## src/rtl/frame_persist_filter.sv

```systemverilog
module frame_persist_filter #(
  parameter int W  = 8,
  parameter int TW = 4
) (
  input  logic          clk,
  input  logic          rst_n,
  input  logic          frame_tick,
  input  logic [W-1:0]  field_in,
  input  logic          frame_err,
  input  logic [TW-1:0] thresh,
  input  logic          irq_mask,
  input  logic          delta_clr,
  output logic [W-1:0]  acc_value,
  output logic          chg_pulse,
  output logic          delta,
  output logic          irq
);

  logic [W-1:0]  cand_q, acc_q;
  logic [TW-1:0] cnt_q;
  logic          pulse_q, delta_q;

  wire [TW-1:0] n_eff    = (thresh == '0) ? TW'(1) : thresh;
  wire          same_acc = (field_in == acc_q);
  wire          restart  = (field_in != cand_q) || (cnt_q == '0);
  wire [TW:0]   run_len  = restart ? (TW+1)'(1) : ({1'b0, cnt_q} + (TW+1)'(1));
  wire          accept   = frame_tick && !frame_err && !same_acc &&
                           (run_len >= {1'b0, n_eff});

  always_ff @(posedge clk or negedge rst_n) begin
    if (!rst_n) begin
      cand_q  <= '0;
      acc_q   <= '0;
      cnt_q   <= '0;
      pulse_q <= 1'b0;
      delta_q <= 1'b0;
    end else begin
      pulse_q <= accept;
      if (accept)         delta_q <= 1'b1;
      else if (delta_clr) delta_q <= 1'b0;
      if (frame_tick) begin
        cand_q <= field_in;
        if (frame_err) begin
          cnt_q <= '0;
        end else if (same_acc) begin
          cnt_q <= cnt_q;
        end else if (accept) begin
          acc_q <= field_in;
          cnt_q <= '0;
        end else begin
          cnt_q <= run_len[TW-1:0];
        end
      end
    end
  end

  assign acc_value = acc_q;
  assign chg_pulse = pulse_q;
  assign delta     = delta_q;
  assign irq       = delta_q & ~irq_mask;

  AST_ACC_HOLDS_IDLE: assert property (@(posedge clk) disable iff (!rst_n)
    !frame_tick |=> $stable(acc_value));
  AST_ERR_CLEARS_RUN: assert property (@(posedge clk) disable iff (!rst_n)
    (frame_tick && frame_err) |=> (cnt_q == '0) && $stable(acc_value));
  AST_PULSE_ON_CHANGE: assert property (@(posedge clk) disable iff (!rst_n)
    chg_pulse |-> (acc_value != $past(acc_value)));
  AST_NO_SILENT_CHANGE: assert property (@(posedge clk) disable iff (!rst_n)
    (acc_value != $past(acc_value)) |-> chg_pulse);
  AST_DELTA_STICKY: assert property (@(posedge clk) disable iff (!rst_n)
    (delta && !delta_clr) |=> delta);
  AST_PULSE_SETS_DELTA: assert property (@(posedge clk) disable iff (!rst_n)
    chg_pulse |-> delta);
  AST_IRQ_MASKED: assert property (@(posedge clk) disable iff (!rst_n)
    irq |-> (delta && !irq_mask));

endmodule

```

## config.mk

```make
export PLATFORM = sky130hd
export DESIGN_NAME = frame_persist_filter
export DESIGN_NICKNAME = d
export VERILOG_FILES = /design/src/rtl/frame_persist_filter.sv
export SDC_FILE = /design/constraint.sdc
export NUM_CORES = 1
export LEC_CHECK = 0
export ABC_AREA = 1
export CORE_MARGIN = 5
export CORE_UTILIZATION = 23
export DETAILED_ROUTE_END_ITERATION = 8
export HOLD_SLACK_MARGIN = 0.12
export PLACE_DENSITY = 0.45
export SLEW_MARGIN = 20
export SYNTH_ARGS = -nofsm -noshare
export SYNTH_HDL_FRONTEND = slang
export SYNTH_SLANG_ARGS = --single-unit
```

## constraint.sdc

```tcl
create_clock -name clk -period 5.45 [get_ports clk]
set_input_delay 1.09 -clock clk [delete_from_list [all_inputs] [get_ports clk]]
set_output_delay 1.09 -clock clk [all_outputs]
set_load 0.01 [all_outputs]
```

; Word level (Yosys, flattened, before mapping)
; Index checks and enable logic that the tools add are counted.
[classes]
n_addsub = 1
n_eq_ne = 3
order_cmp = 1
reduce_logical = 11
muxes = 7
n_bitwise = 4
[op_table]
columns = operator, n
row1 = $mux W4, 4
row2 = $eq A8 B8 Y1, 1
row3 = $logic_not A4 Y1, 2
row4 = $ne A8 B8 Y1, 1
row5 = $add A4 B1 Y5 const B, 1
row6 = $ge A5 B4 Y1, 1
row7 = $mux W5, 1
row8 = $reduce_and A4 Y1, 1
row9 = $logic_and A1 B1 Y1, 3
row10 = $not A1 Y1, 3
row11 = $logic_not A1 Y1, 2
row12 = $mux W1, 2
row13 = $ne A2 B2 Y1 const B, 1
row14 = $reduce_and A2 Y1, 1
row15 = $reduce_bool A2 Y1, 1
row16 = $and A1 B1 Y1, 1
row17 = $logic_or A1 B1 Y1, 1
[word_totals]
regBits = 22
wordCells = 32
in_bits = 18
output_inout_bits = 11

; Longest topological paths before layout
[logic_depth]
ltp_word = 8
depth_mapped = 19
depth_no_buf = 19

; Worst setup path before layout
; No wires, ideal clock.
[synth_path]
kind = input -> register
startpoint = input field_in[7]
endpoint = register delta_q (netlist: delta)
required_ns = 5.332
setup_slack_ns = 2.733
arrival_ns = 2.599
path_stages = 16
path_buffers = 0
path_cell_list = inv_1 > nand2_1 > nand2_1 > nand3_1 > nor2_4 > nand2_1 > nor2_1 > ha_1 > nand2_1 > nand2_1 > nand2_1 > nand2_1 > a21oi_4 > nand2_8 > nand2_8 > o21ai_2
[synth_via]
elab_chain_cells = 6
elab_cells_between_ends = 10
classes_between = order compare: 1 / eq/ne: 2 / mux: 2 / reduce/logical: 5
[synth_rtl]
columns = element, line_no
row1 = "start, declared", 8  ; input logic [W-1:0] field_in,
row2 = $ne A8 B8 Y1, 25  ; wire restart = (field_in != cand_q) || (cnt_q == '0);
row3 = $logic_or A1 B1 Y1, 25
row4 = $mux W5, 26  ; wire [TW:0] run_len = restart ? (TW+1)'(1) : ({1'b0, cnt_q} + (TW+1)'(1));
row5 = $ge A5 B4 Y1, 28  ; (run_len >= {1'b0, n_eff});
row6 = $logic_and A1 B1 Y1 *, 27  ; wire accept = frame_tick && !frame_err && !same_acc &&
row7 = $mux W1 / $reduce_bool A2 Y1 (equally long branches), n/a
row8 = "end signal, assigned", 36  ; delta_q <= 1'b0;
row9 = "end signal, assigned", 39  ; if (accept) delta_q <= 1'b1;
row10 = "end signal, assigned", 40  ; else if (delta_clr) delta_q <= 1'b0;
row11 = "end, declared", 21  ; logic pulse_q, delta_q;
; Every way passes the cells marked *; elsewhere a longest branch is shown, timed or not.
; A chain may end at the register's enable or synchronous reset.

; Final worst setup path
[layout_path]
startpoint = input field_in[1]
endpoint = register acc_q[6] (netlist: acc_value[6])
[layout_via]
elab_chain_cells = 6
elab_cells_between_ends = 10
classes_between = order compare: 1 / eq/ne: 2 / mux: 1 / bitwise: 1 / reduce/logical: 5
[layout_rtl]
columns = element, line_no
row1 = $ne A8 B8 Y1, 25
row2 = $logic_or A1 B1 Y1, 25
row3 = $mux W5, 26
row4 = $ge A5 B4 Y1, 28
row5 = $logic_and A1 B1 Y1, 27
row6 = $reduce_and A4 Y1 (no line) *, n/a
row7 = "end signal, assigned", 48  ; acc_q <= field_in;
row8 = "end, declared", 19  ; logic [W-1:0] cand_q, acc_q;
; Marked as above.

==> flow_metrics.env <==
export IMPL_status="finished, final reports clean"
export IMPL_core_area_um2=6030
export IMPL_diodes=0
export IMPL_max_freq_ghz=0.304
export IMPL_nets=245
export IMPL_io_buffers=28
export IMPL_die_w_um=89.3
export IMPL_setup_viol=0
export IMPL_antenna_found_initial=0
export IMPL_crit_path_end_kind="register"
export IMPL_synth_area_um2=1450
export IMPL_grt_first_pass_wirelength_um=5590
export IMPL_tightest_slew_ns=0.613
export IMPL_via_per_inst=3.94
export IMPL_synth_fp_nets=215
export IMPL_slew_headroom_pct=59.0
export IMPL_post_cts_setup_buffers=0
export IMPL_synth_area_per_cell_um2=7.57
export IMPL_worst_slack_ns=2.16
export IMPL_pre_cts_ws_ns=1.91
export IMPL_first_pass_iters=4
export IMPL_required_ns=5.65
export IMPL_clock_skew_ns=0.0114
export IMPL_period_needed_ns=3.29
export IMPL_grt_usage_pct=8.89
export IMPL_ir_drop_uv=112
export IMPL_final_area_um2=1850
export IMPL_ant_nets=0
export IMPL_r2r_slack_ns=2.97
export IMPL_wl_per_cell_um=11.1
export IMPL_holdPathStages=2
export IMPL_die_height_um=89.3
export IMPL_wirelength_um=3270
export IMPL_slew_viol_final=0
export IMPL_cp_data_arrival_time_ns=3.49
export IMPL_synthCells=191
export IMPL_finalCritPeriodShare_pct=60.3
export IMPL_fp_row_count=28
export IMPL_grt_pass1_vias=1193
export IMPL_area_growth_pct=28.1
export IMPL_synth_top_area_cell="dfrtp_1"
export IMPL_worst_setup_path_start_kind="input port"
export IMPL_dieArea_um2=7970
export IMPL_vias=1163
export IMPL_yosys_top_cells_area="dfrtp_1 (38%), nand2_1 (18%), inv_1 (7.5%)"
export IMPL_setup_tns_ns=0
export IMPL_cts_made_buffers=3
export IMPL_num_fill_cells=671
export IMPL_grt_max_degree=23
export IMPL_reg2reg_depth=17
export IMPL_cts_buffer_depth=2
export IMPL_ys_ff_latch=22
export IMPL_placedCellCount=291
export IMPL_dr_first_iter_drc_count=20
export IMPL_fin_hold_ws_ns=0.537
export IMPL_clock_sinks=22
export IMPL_layoutNonFillerInstCount=295
export IMPL_crit_path_max_fanout=10
export IMPL_layout_commonest_cell="nand2_1"
export IMPL_seq_area_frac_synth_pct=38.1
export IMPL_power_density_nw_per_um2=237
export IMPL_clk_pin_slew_ns=0.09
export IMPL_ys_types=24
export IMPL_layout_common_cells="nand2_1 (70), inv_1 (29), clkdlybuf4s50_1 (27), dfrtp_1 (22), nor2_1 (14)"
export IMPL_place_congestion=0.717
export IMPL_p_leak_nw=0.922
export IMPL_drv_cap=0
export IMPL_gr_total_overflow=0
export IMPL_rsz0062_at_grt="no"
export IMPL_criticalPathCategory="input port to register"
export IMPL_clk_latency_ns=0.27
export IMPL_drive_above_1_share_pct=10.9
export IMPL_cts_root_buf="clkbuf_8"
export IMPL_hold_path_class="register to register"
export IMPL_placed_cell_area_um2=1800
export IMPL_pin_count=29
export IMPL_finalHoldViolCount=0
export IMPL_ys_warn_count=0
export IMPL_start_util_pct=24.0
export IMPL_cts_hold_buf=0
export IMPL_cts_htree_levels=1
export IMPL_netlist_area_leader_share_pct=38.1
export IMPL_cts_resized=0
export IMPL_drc=0
export IMPL_cts_tree="yes"
export IMPL_place_hpwl_um=2570
[report_power, final]
group	switching (mW)	leakage [nW]	total (mW)	internal (mW)
Clock	0.0556	0.0288	0.120	0.0645
Combinational	0.0609	0.615	0.119	0.0580
Sequential	0.0183	0.279	0.200	0.182
Total	0.135	0.922	0.439	0.304
[stage by stage]
stage               power (mW)  util (%)
global route             0.467      30.7
CTS                      0.446      30.7
finish                   0.439      30.7
detailed placement       0.324      29.8
floorplan                0.265         -
global placement         0.325      29.9
[sequential cells by signal, indices dropped and copies added (netlist names)]
signal	count
chg_pulse	1
delta	1
cand_q	8
acc_value	8
cnt_q	4
[area by class of cell]
class | instances | area (µm²) | area share [%]
Clock buffer | 4 | 55.1 | 2.97
Inverter | 32 | 120 | 6.49
Multi-Input combinational cell | 134 | 756 | 40.8
Sequential cell | 22 | 551 | 29.7
Tap cell | 75 | 93.8 | 5.07
Timing Repair Buffer | 28 | 275 | 14.9
[cell usage after synthesis, drive strengths merged]
| cell type | count |
|---|---|
| a21oi | 2 |
| a31o | 1 |
| and3 | 1 |
| buf | 1 |
| clkbuf | 2 |
| dfrtp | 22 |
| ha | 6 |
| inv | 32 |
| mux2 | 2 |
| nand2 | 75 |
| nand3 | 12 |
| nand4 | 6 |
| nor2 | 18 |
| o21ai | 6 |
| xnor2 | 4 |
| xor2 | 1 |
[per-layer routing]
layer  wire length (µm)  vias up  track usage (%)  part of all wire, %
met5                  0        -                0                    0
met2               1380       19             14.0                   42
met1               1690      500             12.3                   52
li1                   -      642                -                    -
met4                 21        0             1.62                 0.64
met3                183        2             2.49                  5.6
[critical path: stages]
cell and delay (ns):
clkdlybuf4s50_1 0.58, xnor2_1 0.15, nand2_1 0.12, nor2_4 0.16, nand2_1 0.11, nor2_1 0.18, ha_1 0.26, nand2_1 0.06
nand2_1 0.04, nand2_1 0.05, nand2_1 0.08, a21oi_4 0.25, nand2_8 0.12, nand2_8 0.11, nand2_1 0.06, nand2_1 0.05
[kinds of logic (layout without fill, tap and decap cells)]
kind of cell,Yosys count,in the layout,share of synthesized area [%]
buffers and inverters,35,64,9.61
AOI/OAI and AO/OA,9,9,4.42
muxes,2,2,1.56
DFF,22,22,38.1
and+or+nand+nor,112,112,38.1
adders and majority gates,6,6,5.19
xor gates and xnor gates,5,5,3.03
[worst paths after layout]
kind | start | endpoint
worst max-delay path | field_in[1] | acc_value[6]
worst min-delay path | acc_value[3] | acc_value[3]
worst max register to register | cnt_q[0] | acc_value[6]
worst min register to register | acc_value[3] | acc_value[3]
max in group asynchronous | rst_n | cand_q[6]
min in group asynchronous | rst_n | acc_value[3]
Power figures use the tool's default switching activity.
